<file path="src/rtl/adc_cap_pkg.sv">
package adc_cap_pkg;

    typedef enum logic [0:0] {
        CV_IDLE  = 1'b0,
        CV_PULSE = 1'b1
    } cv_state_e;

    // lane indices of the synchronizer bank
    localparam int LANE_DCLK  = 0;
    localparam int LANE_SDATA = 1;
    localparam int LANE_IDLE  = 2;
    localparam int N_LANES    = 3;

endpackage

</file>
<file path="src/rtl/adc_cap_sync.sv">
module adc_cap_sync #(
    parameter int STAGES  = 2,
    parameter bit RST_VAL = 1'b0
) (
    input  logic clk,
    input  logic rst_n,
    input  logic d_i,
    output logic q_o
);
    logic [STAGES-1:0] chain_d, chain_q;

    always_comb begin
        chain_d[0] = d_i;
        for (int i = 1; i < STAGES; i++) begin
            chain_d[i] = chain_q[i-1];
        end
    end

    always_ff @(posedge clk or negedge rst_n) begin
        if (!rst_n) chain_q <= {STAGES{RST_VAL}};
        else        chain_q <= chain_d;
    end

    assign q_o = chain_q[STAGES-1];
endmodule

</file>
<file path="src/rtl/adc_cap_convgen.sv">
module adc_cap_convgen
    import adc_cap_pkg::*;
#(
    parameter int PULSE_CYC   = 10,
    parameter int SPACING_CYC = 5000
) (
    input  logic clk,
    input  logic rst_n,
    input  logic req_i,
    input  logic idle_i,
    output logic conv_n_o
);
    localparam int PW = $clog2(PULSE_CYC + 1);
    localparam int SW = $clog2(SPACING_CYC + 1);

    typedef struct packed {
        cv_state_e     st;
        logic          conv_n;
        logic [PW-1:0] pcnt;
        logic [SW-1:0] scnt;
    } cv_t;

    cv_t cv_d, cv_q;

    always_comb begin
        cv_d = cv_q;
        if (cv_q.scnt != '0) cv_d.scnt = cv_q.scnt - 1'b1;
        case (cv_q.st)
            CV_IDLE: begin
                if (req_i && idle_i && (cv_q.scnt == '0)) begin
                    cv_d.st     = CV_PULSE;
                    cv_d.conv_n = 1'b0;
                    cv_d.pcnt   = PW'(PULSE_CYC - 1);
                    cv_d.scnt   = SW'(SPACING_CYC - 1);
                end
            end
            default: begin
                if (cv_q.pcnt == '0) begin
                    cv_d.conv_n = 1'b1;
                    cv_d.st     = CV_IDLE;
                end else begin
                    cv_d.pcnt = cv_q.pcnt - 1'b1;
                end
            end
        endcase
    end

    always_ff @(posedge clk or negedge rst_n) begin
        if (!rst_n) begin
            cv_q.st     <= CV_IDLE;
            cv_q.conv_n <= 1'b1;
            cv_q.pcnt   <= '0;
            cv_q.scnt   <= '0;
        end else begin
            cv_q <= cv_d;
        end
    end

    assign conv_n_o = cv_q.conv_n;
endmodule

</file>
<file path="src/rtl/adc_cap_framer.sv">
module adc_cap_framer #(
    parameter int DATA_W = 16
) (
    input  logic              clk,
    input  logic              rst_n,
    input  logic              dclk_s_i,
    input  logic              sdata_s_i,
    input  logic              idle_s_i,
    output logic [DATA_W-1:0] word_o,
    output logic              valid_o,
    output logic              err_o,
    output logic              idle_rise_o
);
    localparam int CW = $clog2(DATA_W + 2);

    typedef struct packed {
        logic              dclk_prev;
        logic              idle_prev;
        logic              primed;
        logic [CW-1:0]     cnt;
        logic [DATA_W-1:0] sh;
        logic [DATA_W-1:0] word;
        logic              valid;
        logic              err;
    } fr_t;

    fr_t fr_d, fr_q;

    logic          dclk_rise, idle_fall, idle_rise, shift_en;
    logic [CW-1:0] cnt_base;

    always_comb begin
        dclk_rise = dclk_s_i & ~fr_q.dclk_prev;
        idle_fall = ~idle_s_i & fr_q.idle_prev;
        idle_rise = idle_s_i & ~fr_q.idle_prev;
        // take a bit while busy, including the edge that ends busy
        shift_en  = dclk_rise & ~(idle_s_i & fr_q.idle_prev);
        cnt_base  = idle_fall ? '0 : fr_q.cnt;

        fr_d           = fr_q;
        fr_d.valid     = 1'b0;
        fr_d.dclk_prev = dclk_s_i;
        fr_d.idle_prev = idle_s_i;
        fr_d.cnt       = cnt_base;

        if (shift_en) begin
            fr_d.sh = {fr_q.sh[DATA_W-2:0], sdata_s_i};
            if (cnt_base != CW'(DATA_W + 1)) fr_d.cnt = cnt_base + 1'b1;
        end

        if (idle_rise) begin
            fr_d.primed = 1'b1;
            if (fr_d.cnt == CW'(DATA_W)) begin
                if (fr_q.primed) begin
                    fr_d.word  = fr_d.sh;
                    fr_d.valid = 1'b1;
                end
            end else begin
                fr_d.err = 1'b1;
            end
        end
    end

    always_ff @(posedge clk or negedge rst_n) begin
        if (!rst_n) begin
            fr_q.dclk_prev <= 1'b0;
            fr_q.idle_prev <= 1'b1;
            fr_q.primed    <= 1'b0;
            fr_q.cnt       <= '0;
            fr_q.sh        <= '0;
            fr_q.word      <= '0;
            fr_q.valid     <= 1'b0;
            fr_q.err       <= 1'b0;
        end else begin
            fr_q <= fr_d;
        end
    end

    assign word_o      = fr_q.word;
    assign valid_o     = fr_q.valid;
    assign err_o       = fr_q.err;
    assign idle_rise_o = idle_rise;
endmodule

</file>
<file path="src/rtl/adc_serial_capture.sv">
module adc_serial_capture
    import adc_cap_pkg::*;
#(
    parameter int DATA_W      = 16,
    parameter int SYNC_STAGES = 2,
    parameter int PULSE_CYC   = 10,
    parameter int SPACING_CYC = 5000
) (
    input  logic                     clk,
    input  logic                     rst_n,
    input  logic                     start_i,
    input  logic                     free_run_i,
    output logic                     conv_n_o,
    input  logic                     adc_busy_n_i,
    input  logic                     adc_dclk_i,
    input  logic                     adc_sdata_i,
    output logic signed [DATA_W-1:0] word_o,
    output logic                     word_valid_o,
    output logic                     frame_err_o
);
    localparam logic [N_LANES-1:0] LANE_RST = N_LANES'(1) << LANE_IDLE;

    logic [N_LANES-1:0] lane_raw, lane_s;
    logic               idle_s, idle_rise;
    logic [DATA_W-1:0]  word_u;

    assign lane_raw[LANE_DCLK]  = adc_dclk_i;
    assign lane_raw[LANE_SDATA] = adc_sdata_i;
    assign lane_raw[LANE_IDLE]  = adc_busy_n_i;

    for (genvar g = 0; g < N_LANES; g++) begin : g_sync
        adc_cap_sync #(
            .STAGES (SYNC_STAGES),
            .RST_VAL(LANE_RST[g])
        ) sync_i (
            .clk  (clk),
            .rst_n(rst_n),
            .d_i  (lane_raw[g]),
            .q_o  (lane_s[g])
        );
    end

    assign idle_s = lane_s[LANE_IDLE];

    adc_cap_convgen #(
        .PULSE_CYC  (PULSE_CYC),
        .SPACING_CYC(SPACING_CYC)
    ) convgen_i (
        .clk     (clk),
        .rst_n   (rst_n),
        .req_i   (start_i | free_run_i),
        .idle_i  (idle_s),
        .conv_n_o(conv_n_o)
    );

    adc_cap_framer #(
        .DATA_W(DATA_W)
    ) framer_i (
        .clk        (clk),
        .rst_n      (rst_n),
        .dclk_s_i   (lane_s[LANE_DCLK]),
        .sdata_s_i  (lane_s[LANE_SDATA]),
        .idle_s_i   (idle_s),
        .word_o     (word_u),
        .valid_o    (word_valid_o),
        .err_o      (frame_err_o),
        .idle_rise_o(idle_rise)
    );

    assign word_o = word_u;
endmodule

</file>
<file path="config.mk">
export PLATFORM = sky130hd
export DESIGN_NAME = adc_serial_capture
export DESIGN_NICKNAME = d
export VERILOG_FILES = /design/src/rtl/adc_cap_pkg.sv /design/src/rtl/adc_cap_sync.sv /design/src/rtl/adc_cap_convgen.sv /design/src/rtl/adc_cap_framer.sv /design/src/rtl/adc_serial_capture.sv
export SDC_FILE = /design/constraint.sdc
export NUM_CORES = 1
export LEC_CHECK = 0
export BUFFER_PORTS_ARGS = -buffer_cell sky130_fd_sc_hd__buf_2
export CORE_MARGIN = 3
export CORE_UTILIZATION = 55
export DETAILED_ROUTE_END_ITERATION = 8
export HOLD_SLACK_MARGIN = 0.1
export PLACE_DENSITY = 0.7
export SLEW_MARGIN = 20
export SYNTH_ARGS = -nofsm -noshare
export SYNTH_HDL_FRONTEND = slang
export SYNTH_SLANG_ARGS = --single-unit
export TNS_END_PERCENT = 30
</file>
<file path="constraint.sdc">
create_clock -name clk -period 2.02 [get_ports clk]
set_input_delay 0.101 -clock clk [delete_from_list [all_inputs] [get_ports clk]]
set_output_delay 0.101 -clock clk [all_outputs]
set_load 0.03 [all_outputs]
</file>
**Word level (Yosys, flattened, before mapping)**

Index checks and enable logic that the tools add are counted.

- Register bits after elaboration: 67
- Output and inout port bits: 19

- Add/sub/neg operators: 3
- Eq/ne operators: 4
- Multiplexer cells: 13
- Bitwise logic cells: 11
- Reduce and logical (&&, ||, !) cells: 10

Operator list:

| operator | number |
|---|---|
| $mux 13 | 2 |
| $mux 21 | 1 |
| $mux 19 | 1 |
| $logic_not 13->1 | 1 |
| $reduce_bool 13->1 | 1 |
| $sub 13x1->13 const B | 1 |
| $mux 5 | 2 |
| $mux 6 | 1 |
| $reduce_and 2->1 | 3 |
| $add 5x1->5 const B | 1 |
| $and 1x1->1 | 5 |
| $eq 5x5->1 const B | 1 |
| $ne 5x5->1 const B | 1 |
| $not 1->1 | 5 |
| $logic_not 4->1 | 1 |
| $mux 2 | 2 |
| $mux 4 | 1 |
| $ne 2x2->1 const B | 2 |
| $sub 4x1->4 const B | 1 |
| $mux 1 | 3 |
| $reduce_and 3->1 | 1 |
| $logic_and 1x1->1 | 2 |
| $reduce_bool 2->1 | 1 |
| $or 1x1->1 | 1 |

**Longest topological paths before layout**

Gate-level depths: netlist of run 1.

- Depth in word-level cells: 9
- Gate-level depth with buffers: 7
- Depth with buffers taken out: 6

**Modules after synthesis**

From an unflattened synthesis of run 1, not the netlist that was laid out.

- Cell total of the unflattened synthesis: 228
- Area total of the unflattened synthesis: 2,951.6 um2

By module, submodules not included:

| module | times used | cells an instance | area an instance (um2) |
|---|---|---|---|
| adc_cap_framer | 1 | 127 | 1,810.5 |
| adc_cap_convgen | 1 | 94 | 982.2 |
| adc_cap_sync at g_sync[0].sync_i ... | 2 | 2 | 50.0 |
| adc_cap_sync at g_sync[2].sync_i | 1 | 2 | 52.6 |
| adc_serial_capture | 1 | 1 | 6.3 |

**Least setup slack after synthesis of run 1**

Ideal clock, no wire load.

- Path type: flip-flop to flip-flop
- From: reg framer_i.fr_q[40] (netlist bit)
- To: reg framer_i.fr_q, in the netlist framer_i.word_o[10]
- Library setup time: 0.125 ns
- Data arrival time: 1.724 ns
- Required time: 1.895 ns
- Slack: 0.171 ns
- Cell stages (with the launch flop): 8
- Cell sequence: dfstp_2 and2_4 buf_6 nand2b_4 buf_6 buf_8 mux2_4 mux2_4

RTL lines:

| item | line | source |
|---|---|---|
| start: declaration | adc_cap_framer.sv:27 | `fr_t fr_d, fr_q;` |
| start signal: assignment | adc_cap_framer.sv:75 | `fr_q <= fr_d;` |

==> out/metrics.yaml, run 1 <==
fin_skew_ns: 0.007962
slowest_stage: "dfstp_2"
yosys_warnings: 0
yosys.area.top_type: "dfrtp_1"
power_density_nw_per_um2: 825.6
critical_path_class: "flop to flop"
yosys.cell_count.top_type: "dfrtp_1"
die_area_um2: 6451
detail_route.drc_violations: 0
worstPathArrival_ns: 2.07
wirelength_um: 4479
rsz0062_at_grt: "no"
antenna_found_initial: 0
place_ws_ns: 0.1145
finalHoldViolations: 0
cp_common_cell: "mux2_2"
synthFlopType: "dfrtp_1"
clockRootBuffer: "clkbuf_8"
dieWidth_um: 80.32
num_rows: 26
vdd_drop_max_mv: 0.4638
cts_tree: "yes"
synth_area_leaders: "dfrtp_1 (52%), mux2_4 (8.9%), mux2_2 (6.3%)"
hold_ws_ns: 0.2796
drt.antenna.violating_nets: 0
synth_seq_area_share: 0.5535
gr-total-overflow: 0
slew_viol_final: 0
area_growth_pct: 10.34
clkTransAtPathRegs_ns: 0.07
maxClockFrequency_mhz: 538.0
required_ns: 2.23
timing.setup.tns_ns: 0
drive_gt1_frac: 0.3810
fin_nets: 258
hpwlAfterDp_um: 3019
drt_pass1_iterations: 4
postCtsSetupRepairBufs: 0
core_um2: 5238
htree_levels: 3
grt_pass1_wl_um: 7845
vias_per_cell: 5.345
routedWlPerCell_um: 13.91
syn-cell-area_um2: 3038
route.vias.total: 1721
drt_iter0_markers: 98
yosysUniqueCellTypes: 54
first_global_vias: 1692
path_buf_inv: 0
worst_slack_ns: 0.1611
cts_max_path_buffers: 2
cts.sinks: 67
diodes: 0
power_w: 0.002767
cpLargestDelayFamily: "multiplexers"
power.leakage_nw: 1.566
synth_edf_count: 0
max-slew-margin-rel: 0.6950
endpoint_kind: "flop"
tightestPinTransition_ns: 0.4556
period_needed_ns: 1.859
cp_max_fo: 17
max_stage_delay_ns: 0.60
die_h_um: 80.32
synth_area_per_cell_um2: 13.62
pin_count: 26
drv_cap: 0
grtUsageTotal: 0.1615
synthTopCellsByCount: "dfrtp_1 (63), mux2_4 (18), mux2_2 (17), buf_4 (16)"
critPathLaunchType: "flop"
setup_violations: 0
synthCells: 223
path_cells: "and2_4, nand2b_4, mux2_2, mux2_2"
netlist.area_leader.share: 0.5189
hold_path.class: "input pin to flop"
worstSkewPairLatency_ns: 0.33
syn-num-nets: 234
postSynthRegisterBits: 67
cts-buffers-inserted: 9
outcome: "completed"
initial_utilization: 0.5800
io_buffer_count: 25
finalCritPeriodShare: 0.9202
grt_max_degree: 68
ys_async_sr_fraction: 1.000
place.gp.congestion: 0.7537
state kept, by name, summed over array words and instances (netlist names):
| register | flops |
|---|---|
| convgen_i.cv_q | 18 |
| framer_i.valid_o | 1 |
| convgen_i.conv_n_o | 1 |
| framer_i.err_o | 1 |
| framer_i.fr_q | 24 |
| framer_i.word_o | 16 |
| g_sync.sync_i.chain_q | 6 |
what timing repair did:
action	4_1_cts	5_1_grt
endpoints found under the hold margin	70	0
endpoints found under the setup margin	0	2
gates resized for setup	0	1
hold buffers	4	0
final cells by class:
| cell class | count | area [µm²] |
|---|---|---|
| timing repair buffer | 34 | 227.7 |
| multi-input combinational | 128 | 1157 |
| sequential | 67 | 1682 |
| fill | 399 | 1886 |
| tap | 70 | 87.58 |
| clock buffer | 11 | 141.4 |
| clock inverter | 5 | 30.03 |
| inverter | 7 | 26.28 |
power by group:
group	internal (W)	switching [W]
Clock	0.000472	0.000484
Sequential	0.00147	0.0000732
Combinational	0.000156	0.000110
Total	0.00210	0.000667
worst paths after layout:
check,startpoint,to,slack (ns),cells past startpoint
setup / recovery,framer_i.fr_q[40],framer_i.word_o[2],0.16,4
hold / removal,start_i,convgen_i.cv_q[1],0.28,3
setup reg to reg,framer_i.fr_q[40],framer_i.word_o[2],0.16,4
hold reg to reg,g_sync[0].sync_i.chain_q[0],g_sync[0].sync_i.chain_q[1],0.35,0
max in group asynchronous,rst_n,convgen_i.conv_n_o,1.39,3
min in group asynchronous,rst_n,g_sync[0].sync_i.chain_q[1],0.30,3
placed cells by master (no fill, tap or decap), types with 6 or more instances in the layout:
master    count
buf_2        25
clkbuf_8     10
dfrtp_1      63
inv_1         7
mux2_2       17
mux2_4       18
nand2_1       8
nand3_1       6
nor3_1        7
xor2_1        8
through the flow:
stage | std cells | util | instance area (µm²)
floorplan | 223 | - | 3038
global placement | 302 | 0.5979 | 3132
detailed placement | 302 | 0.5979 | 3132
CTS | 322 | 0.6383 | 3343
global route | 322 | 0.6400 | 3352
finish | 322 | 0.6400 | 3352
worst register-to-register path: cells and delay by family (launching register included):
kind / cells / cell delay, ns
multiplexers: 2 / 0.65
flip-flops: 1 / 0.60
AND/OR/NAND/NOR: 2 / 0.49
metal layers:
layer,GRT usage,vias to the layer above,part of all wire
li1,-,831,-
met1,0.2062,859,0.47
met2,0.2483,26,0.48
met3,0.06839,5,0.039
met4,0.05236,0,0.0094
met5,0,-,0
cell families (layout without fill, tap and decap cells):
| group | count (synthesis) | count (layout) | share of synthesized area |
|---|---|---|---|
| buf+inv | 28 | 57 | 0.06837 |
| flops | 67 | 67 | 0.5535 |
| xor+xnor | 10 | 10 | 0.02883 |
| compound gates | 25 | 25 | 0.06467 |
| mux | 36 | 36 | 0.1553 |
| fa+ha+maj | 4 | 4 | 0.01648 |
| simple gates | 53 | 53 | 0.1129 |
Power figures use the tool's default switching activity.
==> inputs of run 2 (changes only) <==
--- a/config.mk
+++ b/config.mk
@@ -6,8 +6,9 @@
 export NUM_CORES = 1
 export LEC_CHECK = 0
 export BUFFER_PORTS_ARGS = -buffer_cell sky130_fd_sc_hd__buf_2
-export CORE_MARGIN = 3
+export CORE_MARGIN = 2
 export CORE_UTILIZATION = 55
+export CTS_BUF_LIST = sky130_fd_sc_hd__clkbuf_16
 export DETAILED_ROUTE_END_ITERATION = 8
 export HOLD_SLACK_MARGIN = 0.1
 export PLACE_DENSITY = 0.7
==> out/metrics.yaml, run 2 (same netlist as run 1, synthesis figures left out) <==
outcome: "completed"  # unchanged
cts.sinks: 67  # unchanged
period_needed_ns: 1.886  # was 1.859 ns
slew_viol_final: 0  # unchanged
vias_per_cell: 5.200  # was 5.345
drt.antenna.violating_nets: 0  # unchanged
final_common_cell: "dfrtp_1"  # unchanged
max-slew-margin-rel: 0.6270  # was 0.6950
layout_common_cells: "dfrtp_1 (63), buf_2 (25), mux2_4 (18)"  # unchanged
finalCritPeriodShare: 0.9336  # was 0.9202
drt_pass1_iterations: 4  # unchanged
wl_met3_um: 130  # was 173 µm
endpoint_kind: "flop"  # unchanged
vdd_drop_max_mv: 0.4510  # was 0.4638 mV
clockRootBuffer: "clkbuf_16"  # was clkbuf_8
hold_path.class: "input pin to flop"  # unchanged
timing.setup.tns_ns: 0  # unchanged
htree_levels: 3  # unchanged
power.leakage_nw: 1.631  # was 1.566 nW
critical_path_class: "flop to flop"  # unchanged
cts_max_path_buffers: 2  # unchanged
diodes: 0  # unchanged
fin_nets: 259  # was 258
grt_pass1_wl_um: 7762  # was 7845 µm
worstPathArrival_ns: 2.10  # was 2.07 ns
grt_max_degree: 27  # was 68
core_um2: 5405  # was 5238 µm²
maxClockFrequency_mhz: 530.3  # was 538.0 MHz
required_ns: 2.23  # about the same
route.vias.total: 1690  # was 1721
rsz0062_at_grt: "no"  # unchanged
die_h_um: 78.32  # was 80.32 µm
detail_route.drc_violations: 0  # unchanged
setup_violations: 0  # unchanged
place.gp.congestion: 0.8348  # was 0.7537
utilization: 0.6451  # was 0.6400
io_buffer_count: 25  # unchanged
largest-register: "framer_i.fr_q"  # unchanged
finalHoldViolations: 0  # unchanged
hpwlAfterDp_um: 3133  # was 3019 µm
critPathLaunchType: "flop"  # unchanged
grtUsageTotal: 0.1731  # was 0.1615
gr-total-overflow: 0  # unchanged
cts-buffers-inserted: 9  # unchanged
pin_count: 26  # unchanged
num_rows: 27  # was 26
met1_length_um: 2270  # was 2102 µm
cts_resized: 0  # unchanged
tightestPinTransition_ns: 0.5595  # was 0.4556 ns
die_area_um2: 6134  # was 6451 µm²
drv_cap: 0  # unchanged
initial_utilization: 0.5620  # was 0.5800
cts_tree: "yes"  # unchanged
cp_max_fo: 17  # unchanged
largest_reg_flops: 24  # unchanged
wl_met2_um: 2004  # was 2160 µm
area_growth_pct: 14.79  # was 10.34%
drt_iter0_markers: 103  # was 98
dr.max_layer_used: "met4"  # unchanged
first_global_vias: 1657  # was 1692
dieWidth_um: 78.32  # was 80.32 µm
worstSkewPairLatency_ns: 0.33  # about the same
fin_skew_ns: 0.005523  # was 0.007962 ns
clkTransAtPathRegs_ns: 0.05  # was 0.07 ns
routedWlPerCell_um: 14.01  # was 13.91 µm
drive_gt1_frac: 0.3794  # was 0.3810
wirelength_um: 4554  # was 4479 µm
power_density_nw_per_um2: 987.8  # was 825.6 nW/µm²
antenna_found_initial: 0  # unchanged
==> run 2: changes by cell type in the layout (fill, tap and decap cells not counted), moves of 2 or more <==
| cell | previous run | this run |
|---|---|---|
| clkbuf_8 | 10 | 0 |
| clkbuf_16 | 0 | 9 |
| clkinv_2 | 3 | 0 |
| buf_4 | 3 | 5 |
| bufinv_16 | 0 | 2 |
| clkinv_1 | 0 | 2 |
| clkinv_4 | 0 | 2 |
==> run 2: worst paths after layout <==
| check | from | end | slack [ns] | cells after the start |
|---|---|---|---|---|
| setup / recovery | framer_i.fr_q[40] | framer_i.word_o[3] | 0.13 | 4 |
| hold / removal | start_i | convgen_i.cv_q[1] | 0.28 | 3 |
| setup reg to reg | framer_i.fr_q[40] | framer_i.word_o[3] | 0.13 | 4 |
| hold reg to reg | g_sync[1].sync_i.chain_q[0] | g_sync[1].sync_i.chain_q[1] | 0.35 | 0 |
| max in group asynchronous | rst_n | framer_i.word_o[4] | 0.99 | 3 |
| min in group asynchronous | rst_n | framer_i.fr_q[30] | 0.30 | 2 |
==> run 2: metrics by stage <==
step / cells / worst slack [ns] / power (W) / instance area (µm²) / hold WS (ns)
2_1_floorplan: 223 / 0.1713 / 0.001753 / 3038 / -0.1946
3_3_place_gp: 305 / 0.1706 / 0.001819 / 3129 / 0.1225
3_5_place_dp: 305 / 0.1421 / 0.001837 / 3129 / 0.1264
4_1_cts: 325 / 0.1228 / 0.003490 / 3487 / 0.2984
5_1_grt: 325 / 0.003090 / 0.003589 / 3487 / 0.3446
6_report: 325 / 0.1341 / 0.003444 / 3487 / 0.2821
==> run 2: what timing repair did <==
item	4_1_cts	5_1_grt
endpoints found under the setup margin	0	0
buffers inserted	0	0
endpoints found under the hold margin	25	0
hold buffers	4	0
==> run 2: where the power goes <==
group,total [W],internal (W),switching [W]
logic,0.000264,0.000154,0.000110
registers,0.00155,0.00147,0.0000768
clock network,0.00163,0.00107,0.000555
total,0.00344,0.00270,0.000741
==> run 2: final cells by class <==
type / count / area, µm²
fillers: 421 / 1918
flip-flops and latches: 67 / 1682
multi-input cells: 128 / 1149
clock buffers: 9 / 225.2
repair buffers: 35 / 222.7
clock inverters: 7 / 92.59
well taps: 72 / 90.09
inverters: 7 / 26.28
==> run 2: metal layers <==
layer	vias to the layer above	GRT usage
met3	12	0.04713
met4	0	0.1263
li1	824	-
met1	830	0.2374
met2	24	0.2353
met5	-	0
==> run 2: worst max-delay path, stage by stage, from the launching register on <==
cell      delay, ns
dfstp_2        0.60
and2_4         0.21
nand2b_4       0.31
mux2_2         0.39
mux2_2         0.26
==> inputs of run 3 (changes only) <==
--- a/config.mk
+++ b/config.mk
@@ -11,7 +11,9 @@
 export CTS_BUF_LIST = sky130_fd_sc_hd__clkbuf_16
 export DETAILED_ROUTE_END_ITERATION = 8
 export HOLD_SLACK_MARGIN = 0.1
+export MAX_ROUTING_LAYER = met4
 export PLACE_DENSITY = 0.7
+export SETUP_SLACK_MARGIN = 0.3
 export SLEW_MARGIN = 20
 export SYNTH_ARGS = -nofsm -noshare
 export SYNTH_HDL_FRONTEND = slang
==> out/metrics.yaml, run 3 (same netlist as run 1, synthesis figures left out) <==
worstPathArrival_ns: 1.94  # was 2.10 ns
clockRootBuffer: "clkbuf_16"  # unchanged
drv_cap: 0  # unchanged
dieWidth_um: 78.32  # unchanged
fin_cells: 339  # was 325
drt_pass1_iterations: 4  # unchanged
path_cells: "or4_4, o21ai_4, nor4_1, or3b_1"  # was and2_4, nand2b_4, mux2_2, mux2_2
cpLargestDelayFamily: "simple AND/OR/NAND/NOR gates"  # was multiplexers
path_buf_inv: 0  # unchanged
grt_max_degree: 31  # was 27
drt_iter0_markers: 115  # was 103
tightestPinTransition_ns: 0.4549  # was 0.5595 ns
worstSkewPairLatency_ns: 0.33  # about the same
pin_count: 26  # unchanged
max-slew-margin-rel: 0.6954  # was 0.6270
hpwlAfterDp_um: 3493  # was 3133 µm
hold_path.class: "input pin to asynchronous set/reset pin"  # was input pin to flop
timing.setup.tns_ns: 0  # unchanged
setup_violations: 0  # unchanged
use_met1: 0.2684  # was 0.2374
area_growth_pct: 22.32  # was 14.79%
largest-register: "framer_i.fr_q"  # unchanged
slew_viol_final: 0  # unchanged
vias_per_cell: 5.434  # was 5.200
finalHoldViolations: 0  # unchanged
maxClockFrequency_mhz: 573.2  # was 530.3 MHz
r2r_cells: 4  # unchanged
wirelength_um: 5549  # was 4554 µm
period_needed_ns: 1.745  # was 1.886 ns
gr-total-overflow: 0  # unchanged
die_area_um2: 6134  # unchanged
critical_path_class: "flop to flop"  # unchanged
power.share.clock: 0.487  # was 0.473
die_h_um: 78.32  # unchanged
slowest_stage: "or4_4"  # was dfstp_2
dp_cells: 307  # was 305
comb_power_share: 0.086  # was 0.077
vdd_drop_max_mv: 0.5636  # was 0.4510 mV
first_global_vias: 1888  # was 1657
p_int_w: 0.002851  # was 0.002703 W
p_sw_frac: 0.2115  # was 0.2152
critPathLaunchType: "flop"  # unchanged
grtUsageTotal: 0.2083  # was 0.1731
busiest_layer: "met2"  # was met1
drive_gt1_frac: 0.4719  # was 0.3794
cts_max_path_buffers: 2  # unchanged
grt_use_met2: 0.3181  # was 0.2353
final_common_cell: "dfrtp_1"  # unchanged
route.vias.total: 1842  # was 1690
finalCritPeriodShare: 0.8636  # was 0.9336
core_um2: 5405  # unchanged
endpoint_kind: "flop"  # unchanged
hold_ws_ns: 0.2564  # was 0.2821 ns
rrSetupSlack_ns: 0.28  # was 0.13 ns
power.leakage_nw: 1.730  # was 1.631 nW
detail_route.drc_violations: 0  # unchanged
power_switching_w: 0.0007649  # was 0.0007413 W
rsz0062_at_grt: "yes"  # was no
layout_common_cells: "dfrtp_1 (57), buf_2 (25), mux2_4 (21)"  # was dfrtp_1 (63), buf_2 (25), mux2_4 (18)
clkTransAtPathRegs_ns: 0.05  # about the same
drt.antenna.violating_nets: 0  # unchanged
cp_max_fo: 4  # was 17
seqPwrFrac: 0.427  # was 0.450
cts-buffers-inserted: 9  # unchanged
cts_tree: "yes"  # unchanged
cts.sinks: 67  # unchanged
antenna_found_initial: 0  # unchanged
power_w: 0.003616  # was 0.003444 W
timing.rr.start: "convgen_i.cv_q[8]"  # was framer_i.fr_q[40]
fin_skew_ns: 0.008234  # was 0.005523 ns
num_rows: 27  # unchanged
required_ns: 2.22  # was 2.23 ns
max_stage_delay_ns: 0.57  # was 0.60 ns
place.gp.congestion: 0.8247  # was 0.8348
diodes: 0  # unchanged
routedWlPerCell_um: 16.37  # was 14.01 µm
outcome: "completed"  # unchanged
grtUsageMet3: 0.04828  # was 0.04713
fin_nets: 273  # was 259
io_buffer_count: 25  # unchanged
initial_utilization: 0.5620  # unchanged
rr_endpoint: "convgen_i.cv_q[9]"  # was framer_i.word_o[3]
power_density_nw_per_um2: 973.1  # was 987.8 nW/µm²
grt_pass1_wl_um: 9390  # was 7762 µm
largest_reg_flops: 24  # unchanged
htree_levels: 3  # unchanged
run 3: timing repair:
| action | CTS | global route |
|---|---|---|
| hold buffers | 4 | 0 |
| endpoints found under the hold margin | 49 | 0 |
| resized for setup | 13 | 11 |
| pin swaps | 4 | 3 |
| endpoints found under the setup margin | 24 | 27 |
| buffers inserted | 8 | 4 |
run 3: cell type report:
cell class	instances	area (µm²)
Multi-Input combinational cell	128	1210
Sequential cell	67	1689
Timing Repair Buffer	49	360.3
Fill cell	382	1689
Tap cell	72	90.09
Inverter	7	26.28
Clock buffer	9	225.2
Clock inverter	7	115.1
run 3: per-layer routing:
metal  vias to the layer above  routed length, µm
li1                        859                  -
met1                       928               2435
met2                        47               2828
met3                         8                214
met4                         0                 71
met5                         -                  0
run 3: power groups by stage:
stage	clock network (W)	registers [W]	logic, W
2_1_floorplan	0	0.00155	0.000205
3_3_place_gp	0	0.00156	0.000268
3_5_place_dp	0	0.00157	0.000279
4_1_cts	0.00179	0.00154	0.000312
5_1_grt	0.00187	0.00156	0.000341
6_report	0.00176	0.00155	0.000312
run 3: how the worst max path moves through the flow:
stage | start | to | slack, ns | cells past startpoint
2_1_floorplan | framer_i.fr_q[40] | framer_i.word_o[10] | 0.17 | 7
3_3_place_gp | framer_i.fr_q[40] | framer_i.word_o[1] | 0.16 | 4
3_5_place_dp | framer_i.fr_q[40] | framer_i.word_o[4] | 0.14 | 4
4_1_cts | framer_i.fr_q[37] | framer_i.word_o[15] | 0.28 | 5
5_1_grt | framer_i.fr_q[35] | framer_i.word_o[1] | 0.20 | 5
6_report | convgen_i.cv_q[8] | convgen_i.cv_q[9] | 0.28 | 4
run 3: worst register-to-register path: cells and delay by family, from the launching register on:
family | cells | cell delay [ns]
and+or+nand+nor | 3 | 1.01
DFF | 1 | 0.44
AOI/OAI and AO/OA | 1 | 0.17
run 3: through the flow:
step | instance area (µm²) | worst slack (ns) | util
floorplan | 3043 | 0.1733 | -
global placement | 3149 | 0.1635 | 0.5826
detailed placement | 3149 | 0.1437 | 0.5826
CTS | 3661 | 0.2760 | 0.6773
global route | 3716 | 0.2047 | 0.6875
finish | 3716 | 0.2754 | 0.6875
